--- src/rtl/bw_pkg.sv ---
package bw_pkg;

    typedef enum logic [1:0] {
        PH_IDLE = 2'd0,
        PH_ADDR = 2'd1,
        PH_STRB = 2'd2,
        PH_DATA = 2'd3
    } bw_phase_e;

    typedef struct packed {
        logic       unlimited;
        logic [1:0] count;
    } bw_cap_t;

    function automatic bw_cap_t bw_decode_cap(input logic [2:0] cfg);
        bw_cap_t c;
        c.unlimited = cfg[2];
        c.count     = cfg[2] ? 2'd0 : cfg[1:0];
        return c;
    endfunction

endpackage

--- src/rtl/bw_ready_sync.sv ---
module bw_ready_sync #(
    parameter int STAGES = 2
) (
    input  logic clk,
    input  logic rst_n,
    input  logic din,
    output logic dout
);
    generate
        if (STAGES < 2) begin : g_single
            logic sync_d, sync_q;
            always_comb sync_d = din;
            always_ff @(posedge clk or negedge rst_n) begin
                if (!rst_n) sync_q <= 1'b1;
                else        sync_q <= sync_d;
            end
            assign dout = sync_q;
        end else begin : g_chain
            logic [STAGES-1:0] chain_d, chain_q;
            always_comb chain_d = {chain_q[STAGES-2:0], din};
            always_ff @(posedge clk or negedge rst_n) begin
                if (!rst_n) chain_q <= '1;
                else        chain_q <= chain_d;
            end
            assign dout = chain_q[STAGES-1];
        end
    endgenerate
endmodule

--- src/rtl/bw_wait_tracker.sv ---
module bw_wait_tracker
    import bw_pkg::*;
#(
    parameter int GUARD_LIMIT = 255
) (
    input  logic    clk,
    input  logic    rst_n,
    input  logic    start,
    input  logic    in_strobe,
    input  logic    ready_s,
    input  bw_cap_t cap,
    input  logic    tmo_clear,
    output logic    stretch,
    output logic    tmo_flag
);
    localparam int CW = $clog2(GUARD_LIMIT + 1) < 2 ? 2 : $clog2(GUARD_LIMIT + 1);
    localparam logic [CW-1:0] GUARD_C = CW'(GUARD_LIMIT);

    typedef struct packed {
        logic [CW-1:0] cnt;
        logic          tmo;
    } trk_t;

    trk_t q, d;
    logic [CW-1:0] cap_ext;
    logic          below_cap;
    logic          guard_hit;

    always_comb begin
        cap_ext   = CW'(cap.count);
        below_cap = cap.unlimited ? (q.cnt < GUARD_C) : (q.cnt < cap_ext);
        stretch   = in_strobe && !ready_s && below_cap;
        guard_hit = in_strobe && !ready_s && cap.unlimited && !below_cap;

        d = q;
        if (start)        d.cnt = '0;
        else if (stretch) d.cnt = q.cnt + 1'b1;

        if (guard_hit)      d.tmo = 1'b1;
        else if (tmo_clear) d.tmo = 1'b0;
    end

    always_ff @(posedge clk or negedge rst_n) begin
        if (!rst_n) q <= '0;
        else        q <= d;
    end

    assign tmo_flag = q.tmo;

    AST_GUARD_BOUND: assert property (@(posedge clk) disable iff (!rst_n)
        q.cnt <= GUARD_C);
    AST_CAP_BOUND: assert property (@(posedge clk) disable iff (!rst_n)
        (in_strobe && !cap.unlimited) |-> (q.cnt <= cap_ext));
    AST_TMO_STICKY: assert property (@(posedge clk) disable iff (!rst_n)
        (tmo_flag && !tmo_clear) |=> tmo_flag);
    AST_TMO_SET_WINS: assert property (@(posedge clk) disable iff (!rst_n)
        (in_strobe && !ready_s && cap.unlimited && q.cnt == GUARD_C) |=> tmo_flag);
endmodule

--- src/rtl/bus_wait_ctrl.sv ---
module bus_wait_ctrl
    import bw_pkg::*;
#(
    parameter int AW          = 16,
    parameter int DW          = 16,
    parameter int GUARD_LIMIT = 255,
    parameter int SYNC_STAGES = 2
) (
    input  logic          clk,
    input  logic          rst_n,
    input  logic          req_valid,
    input  logic          req_write,
    input  logic [AW-1:0] req_addr,
    input  logic [DW-1:0] req_wdata,
    input  logic [2:0]    wait_cfg,
    input  logic          ready_async,
    input  logic [DW-1:0] bus_rdata,
    input  logic          tmo_clear,
    output logic          ale,
    output logic          rd_stb,
    output logic          wr_stb,
    output logic [AW-1:0] bus_addr,
    output logic [DW-1:0] bus_wdata,
    output logic          busy,
    output logic          done,
    output logic [DW-1:0] rd_data,
    output logic          tmo_flag
);
    typedef struct packed {
        bw_phase_e     phase;
        logic          write;
        logic [AW-1:0] addr;
        logic [DW-1:0] wdata;
        bw_cap_t       cap;
        logic [DW-1:0] rdata;
    } ctl_t;

    ctl_t q, d;
    logic ready_s;
    logic stretch;

    bw_ready_sync #(.STAGES(SYNC_STAGES)) u_sync (
        .clk  (clk),
        .rst_n(rst_n),
        .din  (ready_async),
        .dout (ready_s)
    );

    bw_wait_tracker #(.GUARD_LIMIT(GUARD_LIMIT)) u_trk (
        .clk      (clk),
        .rst_n    (rst_n),
        .start    (q.phase == PH_ADDR),
        .in_strobe(q.phase == PH_STRB),
        .ready_s  (ready_s),
        .cap      (q.cap),
        .tmo_clear(tmo_clear),
        .stretch  (stretch),
        .tmo_flag (tmo_flag)
    );

    always_comb begin
        d = q;
        unique case (q.phase)
            PH_IDLE: begin
                if (req_valid) begin
                    d.phase = PH_ADDR;
                    d.write = req_write;
                    d.addr  = req_addr;
                    d.wdata = req_wdata;
                    d.cap   = bw_decode_cap(wait_cfg);
                end
            end
            PH_ADDR: d.phase = PH_STRB;
            PH_STRB: begin
                if (!stretch) d.phase = PH_DATA;
            end
            PH_DATA: begin
                d.phase = PH_IDLE;
                if (!q.write) d.rdata = bus_rdata;
            end
            default: d.phase = PH_IDLE;
        endcase
    end

    always_ff @(posedge clk or negedge rst_n) begin
        if (!rst_n) q <= '0;
        else        q <= d;
    end

    always_comb begin
        ale       = (q.phase == PH_ADDR);
        rd_stb    = !q.write && ((q.phase == PH_STRB) || (q.phase == PH_DATA));
        wr_stb    =  q.write && ((q.phase == PH_STRB) || (q.phase == PH_DATA));
        busy      = (q.phase != PH_IDLE);
        done      = (q.phase == PH_DATA);
        bus_addr  = q.addr;
        bus_wdata = q.wdata;
        rd_data   = q.rdata;
    end

    AST_ALE_SINGLE: assert property (@(posedge clk) disable iff (!rst_n)
        ale |=> (!ale && (rd_stb || wr_stb)));
    AST_STROBE_EXCL: assert property (@(posedge clk) disable iff (!rst_n)
        !(rd_stb && wr_stb) && !(ale && (rd_stb || wr_stb)));
    AST_DONE_SINGLE: assert property (@(posedge clk) disable iff (!rst_n)
        done |=> (!done && !busy));
    AST_READY_ENDS: assert property (@(posedge clk) disable iff (!rst_n)
        (q.phase == PH_STRB && ready_s) |=> done);
    AST_ADDR_HELD: assert property (@(posedge clk) disable iff (!rst_n)
        (busy && !done) |=> $stable(bus_addr));
endmodule

--- config.mk ---
export PLATFORM = sky130hd
export DESIGN_NAME = bus_wait_ctrl
export DESIGN_NICKNAME = d
export VERILOG_FILES = /design/src/rtl/bw_pkg.sv /design/src/rtl/bw_ready_sync.sv /design/src/rtl/bw_wait_tracker.sv /design/src/rtl/bus_wait_ctrl.sv
export SDC_FILE = /design/constraint.sdc
export NUM_CORES = 1
export LEC_CHECK = 0
export BUFFER_PORTS_ARGS = -buffer_cell sky130_fd_sc_hd__clkbuf_2
export CORE_MARGIN = 2
export CORE_UTILIZATION = 54
export DETAILED_ROUTE_END_ITERATION = 8
export PLACE_DENSITY = 0.86
export SETUP_SLACK_MARGIN = 0.15
export SLEW_MARGIN = 10
export SYNTH_ARGS = -nofsm -noshare
export SYNTH_HDL_FRONTEND = slang
export SYNTH_SLANG_ARGS = --single-unit
export TNS_END_PERCENT = 100
--- constraint.sdc ---
create_clock -name clk -period 3.3 [get_ports clk]
set_clock_uncertainty 0.05 [all_clocks]
set_input_delay 0.495 -clock clk [delete_from_list [all_inputs] [get_ports clk]]
set_output_delay 0.495 -clock clk [all_outputs]
set_load 0.05 [all_outputs]
# After elaboration in Yosys (flattened, before gate mapping)

Cells that the tools add are included.
Widths: inputs -> output; s select.

$add $sub $neg: 1
Order comparisons: 2
Equality and inequality tests: 5
Muxes and demuxes: 9
Bitwise operators: 1
Reduce and logical (&&, ||, !) cells: 17

Operator list:

| operator            | number |
|---|---|
| $mux 38             | 1 |
| $mux 8              | 2 |
| $add 8x1->8 const B | 1 |
| $lt 8x2->1          | 1 |
| $lt 8x8->1 const B  | 1 |
| $pmux 2 s4          | 1 |
| $logic_and 1x1->1   | 6 |
| $reduce_and 2->1    | 3 |
| $reduce_bool 2->1   | 3 |
| $eq 2x2->1 const B  | 2 |
| $mux 2              | 2 |
| $ne 2x2->1 const B  | 2 |
| $logic_not 1->1     | 3 |
| $mux 1              | 3 |
| $eq 2x1->1 const B  | 1 |
| $logic_not 2->1     | 1 |
| $logic_or 1x1->1    | 1 |
| $not 1->1           | 1 |

Register bits after elaboration: 65
Input port bits: 57
Logic and storage cells: 45

# Depth between registers and ports, before layout

Gate-level depths: netlist of run 1.

Depth after elaboration: 5
Mapped depth: 7

# By module

From an unflattened synthesis of run 1, not the netlist that was laid out.

Cells, all modules: 247
Area, all modules: 3180.6 µm²

By module, submodules not included:

| module          | instances | cells each | area each (µm²) | seq. area each (µm²) |
|---|---|---|---|---|
| bus_wait_ctrl   | 1         | 186        | 2580.0          | 1351.3 |
| bw_wait_tracker | 1         | 59         | 548.0           | 225.2 |
| bw_ready_sync   | 1         | 2          | 52.6            | 52.6 |

# Least setup slack after synthesis of run 1

No wires, ideal clock.

Kind: register to output
Start point: register q[52] in the netlist's numbering
End point: output wr_stb
Arrival time: 1683 ps
Setup slack: 1072 ps
Cell stages (with the launch flop): 4
Buffers on the path: 0
Cells stage by stage: dfrtp_1 > ha_1 > nor2_1 > nor2b_1

Word-level cells in the longest chain between the ends: 3
Elaborated cells between the ends (all ways): 4
Classes of those cells: 2 x eq/ne; 2 x reduce/logical

Ends and longest elaborated chain:

| what                     | line                | text |
|---|---|---|
| start: declaration       | bus_wait_ctrl.sv:38 | `ctl_t q, d;` |
| start signal: assignment | bus_wait_ctrl.sv:86 | `if (!rst_n) q <= '0;` |
| start signal: assignment | bus_wait_ctrl.sv:87 | `else q <= d;` |
| $eq 2x2->1               | n/a                 |  |
| named net done           | bus_wait_ctrl.sv:25 | `output logic done,` |
| $logic_or 1x1->1         | bus_wait_ctrl.sv:93 | `wr_stb = q.write && ((q.phase == PH_STRB) \|\| (q.phase == PH_DATA));` |
| $logic_and 1x1->1        | bus_wait_ctrl.sv:93 |  |
| end: declaration         | bus_wait_ctrl.sv:21 | `output logic wr_stb,` |

The timed path passes the listed nets, and every way through them passes these cells.

# Final worst setup path of run 1

Start point: register u_trk.q[2] in the netlist's numbering
End point: register u_trk.q[7] in the netlist's numbering

Word-level cells in the longest chain between the ends: 4
Elaborated cells between the ends (all ways): 8
Classes of those cells: 1 x add/sub; 2 x order compare; 3 x mux; 2 x reduce/logical

Ends and longest elaborated chain:

| what                                     | line                  | text |
|---|---|---|
| start: declaration                       | bw_wait_tracker.sv:24 | `trk_t q, d;` |
| start signal: assignment                 | bw_wait_tracker.sv:44 | `if (!rst_n) q <= '0;` |
| start signal: assignment                 | bw_wait_tracker.sv:45 | `else q <= d;` |
| $lt 8x2->1 or $lt 8x8->1 (tied branches) | bw_wait_tracker.sv:31 | `below_cap = cap.unlimited ? (q.cnt < GUARD_C) : (q.cnt < cap_ext);` |
| $mux 1                                   | bw_wait_tracker.sv:31 |  |
| $logic_and 1x1->1                        | bw_wait_tracker.sv:32 | `stretch = in_strobe && !ready_s && below_cap;` |
| $reduce_bool 2->1 (no line)              | n/a                   |  |

Parallel ways exist; a longest one is shown, timed or not. The select of a mux whose other input is x is not followed.
A chain may end at the register's enable or synchronous reset.

==> metrics.txt, run 1 <==
vias in the first global route=roughly 2100; crit end category=flip-flop; maximum capacitance violations=0; # DRC=0; crit path launch type=flip-flop; ant diodes=0; Worst Path Required=~3500 ps; initial antenna violation count=0; post-DP HPWL=about 4200 um; post-DR vias/cell=about 5.2; Die H=~80 um; CP max FO=9; CTS Hold Buffers Added=0; area of the multi-input gates=~1100 um^2; RSZ-0062 raised after global routing=no; DRT Pass-1 Iters=4; Post-DRT Antenna Nets=0; Syn Inst Count=250; CTS buffer count=9; CTS tree=done; CTS root buf=clkbuf_8; Clock Latency Late Sink=~330 ps; overall routed net length=roughly 5600 um; total core area=around 5600 um^2; Critical Path AT=2520 ps; # rows=27; Final period util=between 70% and 80%; WS Path Type=flip-flop to flip-flop; ys async rst share=100%; die width=roughly 80 um; Synth cell types=35; initial core utilization=56.5%; number of flops mapped to enable cells by yosys=0; Achievable Freq=424 MHz; synthesized area=3150 um^2; Vias=2046; Reg clk slew, reported paths=~70 ps; area added between synthesis and finish=16.2%; Fin. Hold Viols=0; post-synth net total=between 300 and 400; Final #Nets=between 300 and 400; residual overflow from global routing=0; WL per Instance=about 14 um; GP Congestion=0.848; outcome=completed; PortBufs=110; Max clock buf depth=2; I/O Pins=around 110; GR Util All Layers=about a fifth; share of cells above drive strength 1=around 60%; Least-Margin Pin Slew=between 900 and 1000 ps; Ys Warns=0; first-pass GRT wire length=a little over 9000 um; register area=1630 um^2; Final min period=between 2000 and 2500 ps; H-tree depth=3; sequential fraction of the synthesis area=51.7%; largest net degree at the start of global routing=43; post-cts repair resize count=0; r2r setup slk=around 940 ps; #FFs+latches synth=65; Die Area=6460 um^2; Max transition margin=between 30% and 40%; Main synth FF type=dfrtp_1; max-slew violation count=0; Finish-stage setup viols=0; Fillers=431; Setup Buffers After CTS=0; First DRT Iteration DRCs=58; worst hold path type=input pin to flip-flop; final setup TNS=0 ps; syn_area_per_cell=around 13 um^2; Clock Sinks=between 60 and 70
-- placed cells by master, fill, tap and decap left out, drive strengths merged, types with 4 or more instances in the layout --
cell    instances
dfrtp          63
a21oi           6
o21ai           4
nand2b          4
nor2           12
mux2           57
nand2           4
nand3           4
buf             5
nor2b           8
clkbuf        120
ha              7
inv             5
-- critical path, cell delays in order (launching register included) --
cell	delay (ps)
dfrtp_1	440
ha_1	200
or4_1	440
a2111o_1	560
a21oi_2	200
mux2_1	340
-- final timing paths --
check                                                from                   endpoint  cells past startpoint
worst max-delay path                           u_trk.q[2]                 u_trk.q[7]                      5
worst min-delay path                          ready_async  u_sync.g_chain.chain_q[0]                      1
worst max register to register                 u_trk.q[2]                 u_trk.q[7]                      5
worst min register to register  u_sync.g_chain.chain_q[0]  u_sync.g_chain.chain_q[1]                      0
max in group asynchronous                           rst_n                bus_addr[6]                      2
min in group asynchronous                           rst_n                 u_trk.q[4]                      1
-- cells by family (layout without fill, tap and decap cells) --
kind of cell	count (synthesis)	in the layout	synth area share [%]
AOI/OAI and AO/OA	18	18	4.77
adders and majority gates	7	7	2.78
buffers and inverters	62	135	13.4
muxes	57	57	20.4
and+or+nand+nor	41	41	6.95
DFF	65	65	51.7
-- cells in the mapped netlist, types with 2 or more instances --
library cell  count  area (um^2)
dfrtp_1          63         1580
mux2_2           50          563
buf_4            48          360
nor2_1           12         45.0
nor2b_1           8         50.1
ha_1              7         87.6
mux2_1            7         78.8
clkbuf_1          6         22.5
a21oi_2           5         43.8
inv_1             5         18.8
nand2_1           4         15.0
nand2b_1          4         25.0
nand3_1           4         20.0
o21ai_0           3         15.0
dfstp_2           2         52.6
nand4_1           2         12.5
nor3_1            2         10.0
-- metal layers --
metal | part of all wire, % | vias up | track usage, %
li1 | - | 947 | -
met1 | 38 | 1007 | 20.7
met2 | 52 | 84 | 33.2
met3 | 7.8 | 8 | 6.97
met4 | 1.5 | 0 | 7.80
met5 | 0 | - | 0
-- flip-flops by register name, indices dropped and copies added (netlist names) --
signal / flops
bus_wdata: 16
u_sync.g_chain.chain_q: 2
u_trk.q: 8
bus_addr: 16
u_trk.tmo_flag: 1
q: 6
rd_data: 16
-- stage by stage --
step | setup WS, ps | std cells | cell area (um^2) | hold WS [ps] | utilization (%)
after detailed placement | 969 | 379 | 3420 | 302 | 61.3
after floorplan | 1070 | 250 | 3150 | 149 | -
after CTS | 942 | 395 | 3660 | 180 | 65.7
after global routing | 858 | 395 | 3660 | 177 | 65.7
final | 942 | 395 | 3660 | 192 | 65.7
after global placement | 1040 | 379 | 3420 | 298 | 61.3
-- final cells by class --
class / count / share of cell area, %
clock buffers: 11 / 3.86
inverters: 5 / 0.513
flip-flops and latches: 65 / 44.5
clock inverters: 5 / 2.80
repair buffers: 114 / 15.9
multi-input cells: 123 / 30.0
well taps: 72 / 2.46
Power of run 1 is left out: the tool's default activity adds up to more than one toggle a clock period on the data nets, which glitch-free logic cannot reach.
==> run 2: changes to the inputs <==
Settings changed: CORE_UTILIZATION 54 to 50, PLACE_DENSITY 0.86 to 0.8.
Clock period 3.3 ns to 2.2 ns, I/O delays scaled along.
==> run 2 against run 1 <==
Compared with the run above:
- non-clock buffer count is 13 higher
- critical endpoint is now u_trk.q[6]
- first-iteration DRC count increased by 84%
- utilization down 2.4 points
- maximum frequency rose by 7.0%
- the run now ends with setup timing left
==> metrics.txt, run 2 (synthesized netlist as in run 1, its figures left out) <==
DRT Pass-1 Iters=4; WS Path Type=flip-flop to flip-flop; final setup TNS=-4.06 ps; commonest non-fill, non-tap cell in the layout=clkbuf_2; total core area=approximately 6000 um^2; crit path launch type=flip-flop; failing checks=setup timing; Achievable Freq=around 450 MHz; I/O Pins=between 100 and 150; # rows=28; Reg clk slew, reported paths=around 70 ps; Finish-stage setup viols=1; area of the multi-input gates=1160 um^2; Final period util=100%; H-tree depth=3; first-pass GRT wire length=roughly 10000 um; final std cells w/o fill=~410; Least-Margin Pin Slew=around 550 ps; maximum capacitance violations=0; Fin. Hold Viols=0; highest routed layer=met4; met3 WL post-DR=551 um; # DRC=0; die width=between 80 and 90 um; Die Area=between 6000 and 7000 um^2; slowest CP cell=a2111o_2; RSZ-0062 raised after global routing=yes; RR Endpoint=u_trk.q[6]; CTS buffer count=9; worst-case reg-to-reg path depth=6; Max clock buf depth=2; Design Area, Final=approximately 3800 um^2; share of cells above drive strength 1=about 63%; largest net degree at the start of global routing=45; initial antenna violation count=0; area added between synthesis and finish=20.3%; Post-DRT Antenna Nets=0; residual overflow from global routing=0; GP Congestion=about 0.84; CTS tree=done; Fillers=about 470; setup ws final=-4.06 ps; routed length on met1=around 2600 um; Reg-to-Reg Start=u_trk.q[2]; First DRT Iteration DRCs=between 100 and 150; max-slew violation count=0; PortBufs=between 100 and 150; Critical Path AT=2370 ps; outcome=finished with violations; Worst Path Required=2360 ps; CP max FO=5; register area=1630 um^2; Die H=~83 um; post-DP HPWL=approximately 4300 um; r2r setup slk=-4 ps; CP top delay family=compound AO/OA/AOI/OAI gates; met2 wire length=around 2900 um; Clock Sinks=65; DP Cell Count=390; Max transition margin=63.6%; Final #Nets=between 300 and 400; CTS root buf=clkbuf_8; overall routed net length=between 6000 and 7000 um; crit end category=flip-flop; ant diodes=0; most frequent cells in the layout=107 x clkbuf_2, 63 x dfrtp_1, 50 x mux2_2; Hold Path Sink=u_sync.g_chain.chain_q[0]; worst hold path type=input pin to flip-flop; GR Util All Layers=a little under a fifth; HP Start=ready_async; Final min period=roughly 2200 ps; Clock Latency Late Sink=330 ps; CP bufs+invs=1; initial core utilization=approximately 53%; largest stage delay on the critical path=around 440 ps; post-DR vias/cell=~5.1; Vias=between 2000 and 2500; crit path cell chain=ha_2 -> or4_4 -> a2111o_2 -> buf_6 -> a21oi_4 -> mux2_4; hold depth=1; vias in the first global route=roughly 2200; dpl cell area=~3500 um^2; WL per Instance=between 10 and 15 um
## run 2: worst max-delay path by stage
stage                  to        from  cells after the start  slack [ps]
6_report       u_trk.q[6]  u_trk.q[2]                      6          -4
5_1_grt        u_trk.q[6]  u_trk.q[2]                      6         -40
4_1_cts        u_trk.q[4]  u_trk.q[2]                      6         -20
3_5_place_dp   u_trk.q[4]  u_trk.q[2]                      5         -40
3_3_place_gp   u_trk.q[4]       q[17]                      6          20
2_1_floorplan  u_trk.q[8]  u_trk.q[2]                      6         100
## run 2: cell type report
type	count	area share (%)
repair buffers	127	18.8
inverters	5	0.495
flip-flops and latches	65	43.0
clock inverters	5	0.825
multi-input cells	123	30.7
well taps	75	2.48
clock buffers	11	3.73
## run 2: per-stage QoR
stage	worst slack, ps	hold WS [ps]	utilization (%)
5_1_grt	-43.5	9.50	63.3
4_1_cts	-16.8	9.12	63.0
6_report	-4.06	26.0	63.3
2_1_floorplan	101	-15.6	-
3_3_place_gp	24.8	286	58.7
3_5_place_dp	-42.5	293	58.7
## run 2: layer usage
layer | global-route usage (%) | vias up
met4 | 9.39 | 0
met1 | 22.5 | 1007
met2 | 28.6 | 98
met3 | 7.26 | 19
met5 | 0 | -
li1 | - | 970
## run 2: repair_timing
| action | 4_1_cts | 5_1_grt |
|---|---|---|
| hold endpoints to repair | 21 | 0 |
| gates resized for setup | 11 | 7 |
| pin swaps | 3 | 2 |
| endpoints found under the setup margin | 7 | 12 |
| hold buffers | 1 | 0 |
| buffers inserted | 4 | 0 |
Power of run 2 is left out for the same reason.
